==> src/rtl/dphy_seq_pkg.sv <==
package dphy_seq_pkg;

    typedef enum logic [4:0] {
        ST_IDLE,
        ST_RST_LO,
        ST_SHUT_LO,
        ST_CLK_LO,
        ST_TCLR_LO,
        ST_TCLR_HI,
        ST_TCLR_END,
        ST_CFG,
        ST_SHUT_HI,
        ST_RST_HI,
        ST_STOPT,
        ST_CLK_HI,
        ST_LANES,
        ST_POLL,
        ST_DN_RST_LO,
        ST_DN_SHUT_LO,
        ST_DN_RST_HI
    } seq_state_e;

    // Successor of every timed step; untimed states map to idle.
    function automatic seq_state_e step_next(input seq_state_e s);
        case (s)
            ST_RST_LO:     return ST_SHUT_LO;
            ST_SHUT_LO:    return ST_CLK_LO;
            ST_CLK_LO:     return ST_TCLR_LO;
            ST_TCLR_LO:    return ST_TCLR_HI;
            ST_TCLR_HI:    return ST_TCLR_END;
            ST_TCLR_END:   return ST_CFG;
            ST_SHUT_HI:    return ST_RST_HI;
            ST_RST_HI:     return ST_STOPT;
            ST_STOPT:      return ST_CLK_HI;
            ST_CLK_HI:     return ST_LANES;
            ST_LANES:      return ST_POLL;
            ST_DN_RST_LO:  return ST_DN_SHUT_LO;
            ST_DN_SHUT_LO: return ST_DN_RST_HI;
            default:       return ST_IDLE;
        endcase
    endfunction

endpackage

==> src/rtl/dphy_hold_timer.sv <==
module dphy_hold_timer #(
    parameter int HOLD_CYCLES = 4,
    localparam int HW = $clog2(HOLD_CYCLES + 1)
) (
    input  logic clk,
    input  logic rst_n,
    input  logic clr_i,
    output logic expire_o
);

    logic [HW-1:0] cnt_d, cnt_q;

    assign expire_o = (cnt_q == HW'(HOLD_CYCLES - 1));

    always_comb begin
        cnt_d = cnt_q;
        if (clr_i)
            cnt_d = '0;
        else if (!expire_o)
            cnt_d = cnt_q + HW'(1);
    end

    always_ff @(posedge clk or negedge rst_n) begin
        if (!rst_n) cnt_q <= '0;
        else        cnt_q <= cnt_d;
    end

endmodule

==> src/rtl/dphy_lock_poller.sv <==
module dphy_lock_poller #(
    parameter int POLL_IVL   = 375,
    parameter int POLL_LIMIT = 50000,
    localparam int IW = $clog2(POLL_IVL + 1),
    localparam int AW = $clog2(POLL_LIMIT + 1)
) (
    input  logic clk,
    input  logic rst_n,
    input  logic arm_i,
    input  logic run_i,
    output logic sample_o,
    output logic last_o
);

    logic [IW-1:0] ivl_d, ivl_q;
    logic [AW-1:0] att_d, att_q;

    assign sample_o = run_i && (ivl_q == '0);
    assign last_o   = (att_q == AW'(POLL_LIMIT - 1));

    always_comb begin
        ivl_d = ivl_q;
        att_d = att_q;
        if (arm_i) begin
            ivl_d = '0;
            att_d = '0;
        end else if (run_i) begin
            if (ivl_q == '0) begin
                ivl_d = IW'(POLL_IVL - 1);
                if (!last_o) att_d = att_q + AW'(1);
            end else begin
                ivl_d = ivl_q - IW'(1);
            end
        end
    end

    always_ff @(posedge clk or negedge rst_n) begin
        if (!rst_n) begin
            ivl_q <= '0;
            att_q <= '0;
        end else begin
            ivl_q <= ivl_d;
            att_q <= att_d;
        end
    end

endmodule

==> src/rtl/dphy_pwrup_seq.sv <==
module dphy_pwrup_seq
    import dphy_seq_pkg::*;
#(
    parameter int HOLD_CYCLES = 4,
    parameter int POLL_IVL    = 375,
    parameter int POLL_LIMIT  = 50000,
    parameter int MAX_LANES   = 4,
    parameter int STOP_W      = 8,
    parameter logic [STOP_W-1:0] STOP_TIME = 8'h1C,
    localparam int CNT_W  = $clog2(MAX_LANES + 1),
    localparam int LCFG_W = (MAX_LANES > 1) ? $clog2(MAX_LANES) : 1
) (
    input  logic              clk,
    input  logic              rst_n,
    input  logic              start_i,
    input  logic              stop_i,
    input  logic              cfg_done_i,
    input  logic              pll_lock_i,
    input  logic [CNT_W-1:0]  lanes_i,
    output logic              phy_rst_n_o,
    output logic              phy_shut_n_o,
    output logic              phy_clk_en_o,
    output logic              test_clr_o,
    output logic              cfg_req_o,
    output logic [STOP_W-1:0] stop_time_o,
    output logic [LCFG_W-1:0] lane_cfg_o,
    output logic              busy_o,
    output logic              done_o,
    output logic              err_o
);

    typedef struct packed {
        seq_state_e        st;
        logic              rst_n;
        logic              shut_n;
        logic              clk_en;
        logic              tclr;
        logic              req;
        logic              busy;
        logic              done;
        logic              err;
        logic [STOP_W-1:0] stop;
        logic [LCFG_W-1:0] lane;
    } seq_regs_t;

    seq_regs_t r_d, r_q;

    logic hold_clr, hold_exp;
    logic poll_arm, poll_run, poll_smp, poll_last;
    logic [CNT_W-1:0]  lane_sel;
    logic [LCFG_W-1:0] lane_val;

    dphy_hold_timer #(.HOLD_CYCLES(HOLD_CYCLES)) u_hold (
        .clk      (clk),
        .rst_n    (rst_n),
        .clr_i    (hold_clr),
        .expire_o (hold_exp)
    );

    dphy_lock_poller #(.POLL_IVL(POLL_IVL), .POLL_LIMIT(POLL_LIMIT)) u_poll (
        .clk      (clk),
        .rst_n    (rst_n),
        .arm_i    (poll_arm),
        .run_i    (poll_run),
        .sample_o (poll_smp),
        .last_o   (poll_last)
    );

    // Lane count minus one, clamped to the supported range.
    always_comb begin
        if (lanes_i == '0)
            lane_sel = '0;
        else if (lanes_i > CNT_W'(MAX_LANES))
            lane_sel = CNT_W'(MAX_LANES - 1);
        else
            lane_sel = lanes_i - CNT_W'(1);
        lane_val = LCFG_W'(lane_sel);
    end

    always_comb begin
        r_d      = r_q;
        r_d.done = 1'b0;
        r_d.err  = 1'b0;
        case (r_q.st)
            ST_IDLE: begin
                if (start_i) begin
                    r_d.st    = ST_RST_LO;
                    r_d.busy  = 1'b1;
                    r_d.rst_n = 1'b0;
                end else if (stop_i) begin
                    r_d.st    = ST_DN_RST_LO;
                    r_d.busy  = 1'b1;
                    r_d.rst_n = 1'b0;
                end
            end
            ST_CFG: begin
                if (cfg_done_i) begin
                    r_d.st     = ST_SHUT_HI;
                    r_d.req    = 1'b0;
                    r_d.shut_n = 1'b1;
                end
            end
            ST_POLL: begin
                if (poll_smp && pll_lock_i) begin
                    r_d.st   = ST_IDLE;
                    r_d.busy = 1'b0;
                    r_d.done = 1'b1;
                end else if (poll_smp && poll_last) begin
                    r_d.st   = ST_IDLE;
                    r_d.busy = 1'b0;
                    r_d.err  = 1'b1;
                end
            end
            default: begin
                if (hold_exp) begin
                    r_d.st = step_next(r_q.st);
                    case (r_d.st)
                        ST_SHUT_LO, ST_DN_SHUT_LO: r_d.shut_n = 1'b0;
                        ST_CLK_LO:                 r_d.clk_en = 1'b0;
                        ST_TCLR_LO, ST_TCLR_END:   r_d.tclr   = 1'b0;
                        ST_TCLR_HI:                r_d.tclr   = 1'b1;
                        ST_CFG:                    r_d.req    = 1'b1;
                        ST_RST_HI, ST_DN_RST_HI:   r_d.rst_n  = 1'b1;
                        ST_STOPT:                  r_d.stop   = STOP_TIME;
                        ST_CLK_HI:                 r_d.clk_en = 1'b1;
                        ST_LANES:                  r_d.lane   = lane_val;
                        ST_IDLE: begin
                            r_d.busy = 1'b0;
                            r_d.done = 1'b1;
                        end
                        default: ;
                    endcase
                end
            end
        endcase
    end

    assign hold_clr = (r_d.st != r_q.st) || (r_q.st == ST_IDLE);
    assign poll_arm = (r_d.st == ST_POLL) && (r_q.st != ST_POLL);
    assign poll_run = (r_q.st == ST_POLL);

    always_ff @(posedge clk or negedge rst_n) begin
        if (!rst_n) begin
            r_q    <= '0;
            r_q.st <= ST_IDLE;
        end else begin
            r_q <= r_d;
        end
    end

    assign phy_rst_n_o  = r_q.rst_n;
    assign phy_shut_n_o = r_q.shut_n;
    assign phy_clk_en_o = r_q.clk_en;
    assign test_clr_o   = r_q.tclr;
    assign cfg_req_o    = r_q.req;
    assign stop_time_o  = r_q.stop;
    assign lane_cfg_o   = r_q.lane;
    assign busy_o       = r_q.busy;
    assign done_o       = r_q.done;
    assign err_o        = r_q.err;

endmodule

==> config.mk <==
export PLATFORM = sky130hd
export DESIGN_NAME = dphy_pwrup_seq
export DESIGN_NICKNAME = d
export VERILOG_FILES = /design/src/rtl/dphy_seq_pkg.sv /design/src/rtl/dphy_hold_timer.sv /design/src/rtl/dphy_lock_poller.sv /design/src/rtl/dphy_pwrup_seq.sv
export SDC_FILE = /design/constraint.sdc
export NUM_CORES = 1
export LEC_CHECK = 0
export ABC_AREA = 0
export BUFFER_PORTS_ARGS = -buffer_cell sky130_fd_sc_hd__buf_2
export CORE_MARGIN = 8
export CORE_UTILIZATION = 40
export CTS_CLUSTER_DIAMETER = 120
export DETAILED_ROUTE_END_ITERATION = 7
export GPL_TIMING_DRIVEN = 0
export PLACE_DENSITY_LB_ADDON = 0.3
export SYNTH_ARGS = -nofsm -noshare
export SYNTH_HDL_FRONTEND = slang
export SYNTH_SLANG_ARGS = --single-unit
==> constraint.sdc <==
create_clock -name clk -period 3.1 [get_ports clk]
set_input_delay 0.465 -clock clk [delete_from_list [all_inputs] [get_ports clk]]
set_output_delay 0.465 -clock clk [all_outputs]
set_load 0.02 [all_outputs]
======== Word level (Yosys, flattened, before mapping) ========
Memories as Yosys holds them, arrays and structs flattened.
Cells that the tools add are included.
word-level totals
  register bits after elaboration ......... 44
  ROM bits ................................ 80
  bits of input ports ..................... 9
  output and inout bits ................... 18
  memories ................................ 1
operators by class
  add/sub/neg operators ................... 4
  $lt $le $gt $ge ......................... 1
  equality and inequality tests ........... 24
  muxes and demuxes ....................... 42
  bitwise gates (word level) .............. 4
  reductions and logical operators ........ 36
memory list
  memory           words  bits a word  read ports  clocked after Yosys merged registers in  wr ports  line                text
  (no name shown)  16     5            1           0                                        0         dphy_seq_pkg.sv:25  case (s)
operator list
  kind                                                                 number
  16-bit two-way mux                                                   4
  5-bit by 4-bit == test with 1-bit output (second input constant)     7
  5-bit two-way mux                                                    6
  9-bit two-way mux                                                    3
  5-bit by 3-bit == test with 1-bit output (second input constant)     5
  2-bit nonzero test                                                   9
  16-bit by 1-bit adder with 16-bit output (second input constant)     1
  16-bit == test (second input constant)                               1
  5-bit one-hot mux with 3 select lines                                1
  3-bit AND reduction                                                  5
  1-bit two-way mux                                                    13
  12-bit two-way mux                                                   1
  6-bit two-way mux                                                    2
  1-bit one-hot mux with 2 select lines                                6
  4-bit AND reduction                                                  3
  2-bit OR reduction                                                   6
  5-bit by 2-bit == test with 1-bit output (second input constant)     2
  5-bit logical NOT                                                    2
  9-bit logical NOT                                                    1
  9-bit by 1-bit subtractor with 9-bit output (second input constant)  1
  2-bit two-way mux                                                    3
  3-bit two-way mux                                                    2
  2-bit inequality test (second input constant)                        3
  3-bit inequality test (second input constant)                        2
  15 further kinds                                                     22

======== Depth between registers and ports, before layout ========
An unclocked memory read counts as a cell.
  depth after elaboration ................. 13
  mapped depth ............................ 11

======== Modules after synthesis ========
A second synthesis with hierarchy kept.
second synthesis, totals
  cells, all modules ...................... 340
  area total of the unflattened synthesis .. 3071.7 µm²
by module, submodules not included
  module            times used  cells each  area an instance (µm²)  seq. area each (µm²)
  dphy_pwrup_seq    1           175         1467.7                  400.4
  dphy_lock_poller  1           153         1460.2                  625.6
  dphy_hold_timer   1           12          143.9                   75.1

======== Least setup slack after synthesis ========
OpenSTA, ideal clock, no wires.
  path type ............................... register to register
  start point ............................. reg r_q[18] (netlist name)
  end point ............................... reg r_q (netlist bit lane_cfg_o[0])
  setup time .............................. 0.125 ns
  data arrival time ....................... 2.291 ns
  data required time ...................... 2.975 ns
  path slack .............................. 0.684 ns
  cell stages (with the launch flop) ...... 8
  path buffers ............................ 0
  period minus slack after synthesis ...... 2.416 ns
  path through ............................ dfrtp_1 -> ha_1 -> mux2_4 -> a21oi_2 -> nor2_1 -> or2_1 -> nor4b_2 -> mux2_2
on the way
  cells in the longest elaborated chain, start to end .. 6
  elaborated cells between the ends (all ways) .. 11
RTL lines
  item                                      line                   text
  start, declared                           dphy_pwrup_seq.sv:46   seq_regs_t r_d, r_q;
  start signal, assigned                    dphy_pwrup_seq.sv:147  r_q <= r_d;
  memory 16 x 5 bit                         --
  5-bit two-way mux                         dphy_seq_pkg.sv:25
  5-bit two-way mux                         dphy_pwrup_seq.sv:115  if (hold_exp) begin
  5-bit two-way mux                         dphy_pwrup_seq.sv:84   case (r_q.st)
  5-bit by 4-bit == test with 1-bit output  dphy_pwrup_seq.sv:117  case (r_d.st)
  3-bit AND reduction (no line) *           --
Mark *: on every way between the ends. The rest lies on a longest branch, timed or not. The select of a mux whose other input is x is not followed.
A chain may end at the register's enable or synchronous reset.

======== Worst setup path after layout ========
  start point ............................. reg r_q[18] (netlist name)
  end point ............................... reg r_q (netlist bit lane_cfg_o[1])
Same word-level chain as after synthesis.

==> metrics.yaml <==
status: "completed"
synth.top_cell.area_share_pct: 35.0
yosys_warnings: 0
timing.rr.end: "lane_cfg_o[1]$_DFFE_PN0P_"
drt_iter0_drc: 190
setup_violations: 0
antenna_found_initial: 0
stdcell_count: 461
cts_buffer_depth: 2
synth_common_cells: "dfrtp_1, nand2_1, nor2_1"
peakVddDrop_v: 0.000364
crit_buf_inv: 0
routed-wl-met3_um: 333
path_cells: "ha_1 > mux2_4 > a21oi_2 > nor2_1 > or2_1 > nor4b_2 > mux2_2"
io_buffers: 21
fmax_mhz: 350
cp.arrival_ns: 3.05
ant_nets: 0
grt_util_all_layers_pct: 13.3
m1WireLength_mm: 3.31
placed_cells: 453
rsz0062_at_grt: "no"
num_io_pins: 27
synthToLayoutAreaGrowth_pct: 11.4
synth.distinct_cells: 73
cts.sinks: 44
path_max_fanout: 10
worst_slew_pin_slew_ns: 1.03
leakage_uw: 0.00157
core_area_um2: 7690
grt_max_degree: 45
grt_first_pass_wirelength_mm: 12.3
synth_area_um2: 3150
layout-drive-gt1-share_pct: 25.9
dr.max_layer_used: "met4"
ys_seq_area_share_pct: 35.0
netlist.top_cell.by_area: "dfrtp_1"
path_clk_slew_ns: 0.10
async_flop_share_pct: 100
vias_per_cell: 5.62
syn_area_per_cell_um2: 9.65
pre_cts_ws_ns: 0.302
root_buffer: "clkbuf_8"
worst_hold_path_type: "input port to asynchronous set/reset pin"
slew_headroom_pct: 31.3
diodes: 0
cp.required_ns: 3.30
synth_seq_cells: 44
cts_tree: "done"
wl_per_cell_um: 15.8
setup_ws_ns: 0.243
yosysMostFrequentCell: "dfrtp_1"
vias: 2590
worstReg2RegStart: "r_q[18]$_DFF_PN0_"
fin_crit_ns: 2.86
synth_edf_count: 0
slew_viol_final: 0
dr.pass1.iters: 4
die_h_um: 105
min_period_over_period_pct: 92.2
clk_latency_ns: 0.30
ff2ff_path_depth: 7
reg2reg_slack_ns: 0.24
postCtsSetupRepairBufs: 0
start_util_pct: 40.9
die_x_um: 105
setup_tns_ns: 0
finalHoldViolations: 0
synth-main-ff-cell: "dfrtp_1"
grt_pass1_vias: 2509
critical-path-top-delay-family: "simple AND/OR/NAND/NOR gates"
path_class: "register to register"
max-cap-violations: 0
cellPowerDensity_nw_per_um2: 848
cts_buffers: 5
netlist_instances: 326
cpMaxStageDelayCell: "dfrtp_1"
h-tree-depth: 2
dr_wl_met2_mm: 3.52
drc_errors: 0
dp_hpwl_mm: 5.35
ys_top_cells_by_area: "dfrtp_1, a21oi_2, ha_1"
crit_path_max_incr_delay_ns: 0.53
end_kind: "register"
grt-ovfl-total: 0
cts_hold_buf: 0
ctsResizeCount: 0
drt_wl_total_mm: 7.27
gp_congestion: 0.874
fin_skew_ns: 0.0108
nets: 378
startpoint_type: "register"
die_area_um2: 11000
rows: 32
==> routing by layer <==
layer | track usage (%) | vias up
met3 | 2.09 | 11
met2 | 22.5 | 63
li1 | - | 1245
met5 | 0 | -
met4 | 4.08 | 0
met1 | 16.9 | 1271
==> worst reg2reg max path, cell delays in order, from the launching register on <==
cell and delay [ns]:
dfrtp_1 0.53, ha_1 0.38, mux2_4 0.33, a21oi_2 0.24, nor2_1 0.16, or2_1 0.30
nor4b_2 0.44, mux2_2 0.39
==> flip-flops by register name (all words and copies together), names as in the netlist, 2 cells and up <==
signal,count
u_poll.att_q,16
u_poll.ivl_q,9
r_q,5
u_hold.cnt_q,3
lane_cfg_o,2
==> worst max-delay path by stage <==
| stage | end | cells after the start | from | slack (ns) |
|---|---|---|---|---|
| after floorplan | lane_cfg_o[0]$_DFFE_PN0P_ | 7 | r_q[18]$_DFF_PN0_ | 0.68 |
| after global placement | lane_cfg_o[1]$_DFFE_PN0P_ | 7 | r_q[18]$_DFF_PN0_ | 0.33 |
| after detailed placement | lane_cfg_o[1]$_DFFE_PN0P_ | 7 | r_q[18]$_DFF_PN0_ | 0.30 |
| after CTS | lane_cfg_o[1]$_DFFE_PN0P_ | 7 | r_q[18]$_DFF_PN0_ | 0.27 |
| after global routing | u_poll.ivl_q[6]$_DFFE_PN0P_ | 10 | r_q[18]$_DFF_PN0_ | 0.09 |
| final | lane_cfg_o[1]$_DFFE_PN0P_ | 7 | r_q[18]$_DFF_PN0_ | 0.24 |
==> final cells by class <==
type	instances	area (um2)
fillers	756	4180
multi-input cells	243	1780
flip-flops and latches	44	1100
plain buffers	27	220
well taps	102	128
repair buffers	21	105
clock buffers	5	68.8
inverters	16	60.1
clock inverters	3	42.5
==> where the power goes <==
group	total [uW]	switching [uW]	internal (uW)	leakage, uW
registers	843	130	713	0.000579
clock network	457	218	239	0.0000541
logic	1670	1000	671	0.000933
total	2970	1350	1620	0.00157
==> kinds of logic (layout without fill, tap and decap cells) <==
kind of cell / Yosys count / count (layout) / synth area share (%)
AOI/OAI and AO/OA: 81 / 81 / 20.9
xor gates and xnor gates: 18 / 18 / 5.01
adders and majority gates: 11 / 11 / 4.38
buffers and inverters: 43 / 72 / 8.91
DFF: 44 / 44 / 35.0
muxes: 8 / 8 / 2.98
other: 1 / 5 / 0.119
and+or+nand+nor: 120 / 120 / 22.7
==> through the flow <==
stage                     hold WS (ns)  util (%)  area, um2  power [uW]
after floorplan                  0.169         -       3160        2140
after global placement           0.460      44.1       3390        2490
after detailed placement         0.466      44.1       3390        2510
after CTS                        0.382      45.6       3500        2970
after global routing             0.391      45.6       3500        3180
final                            0.335      45.6       3500        2970
==> cell usage in the layout (no fill, tap or decap), types with 3 or more instances in the layout <==
| cell type | instances |
|---|---|
| a211oi_1 | 4 |
| a21o_1 | 4 |
| a21oi_1 | 8 |
| a21oi_2 | 18 |
| a2bb2oi_1 | 3 |
| a31oi_1 | 4 |
| and2_1 | 5 |
| and3_1 | 5 |
| buf_2 | 24 |
| buf_4 | 12 |
| buf_6 | 5 |
| clkbuf_1 | 3 |
| clkbuf_8 | 5 |
| conb_1 | 5 |
| dfrtp_1 | 44 |
| ha_1 | 11 |
| inv_1 | 16 |
| mux2_2 | 3 |
| mux2i_1 | 3 |
| nand2_1 | 28 |
| nand3_1 | 11 |
| nand4_1 | 6 |
| nor2_1 | 20 |
| nor2b_1 | 3 |
| nor3_1 | 10 |
| nor4_1 | 5 |
| nor4b_1 | 3 |
| nor4b_2 | 3 |
| o211ai_1 | 3 |
| o21ai_0 | 8 |
| xnor2_1 | 6 |
| xor2_1 | 12 |
Note: power is estimated with default switching activity, not from simulation.
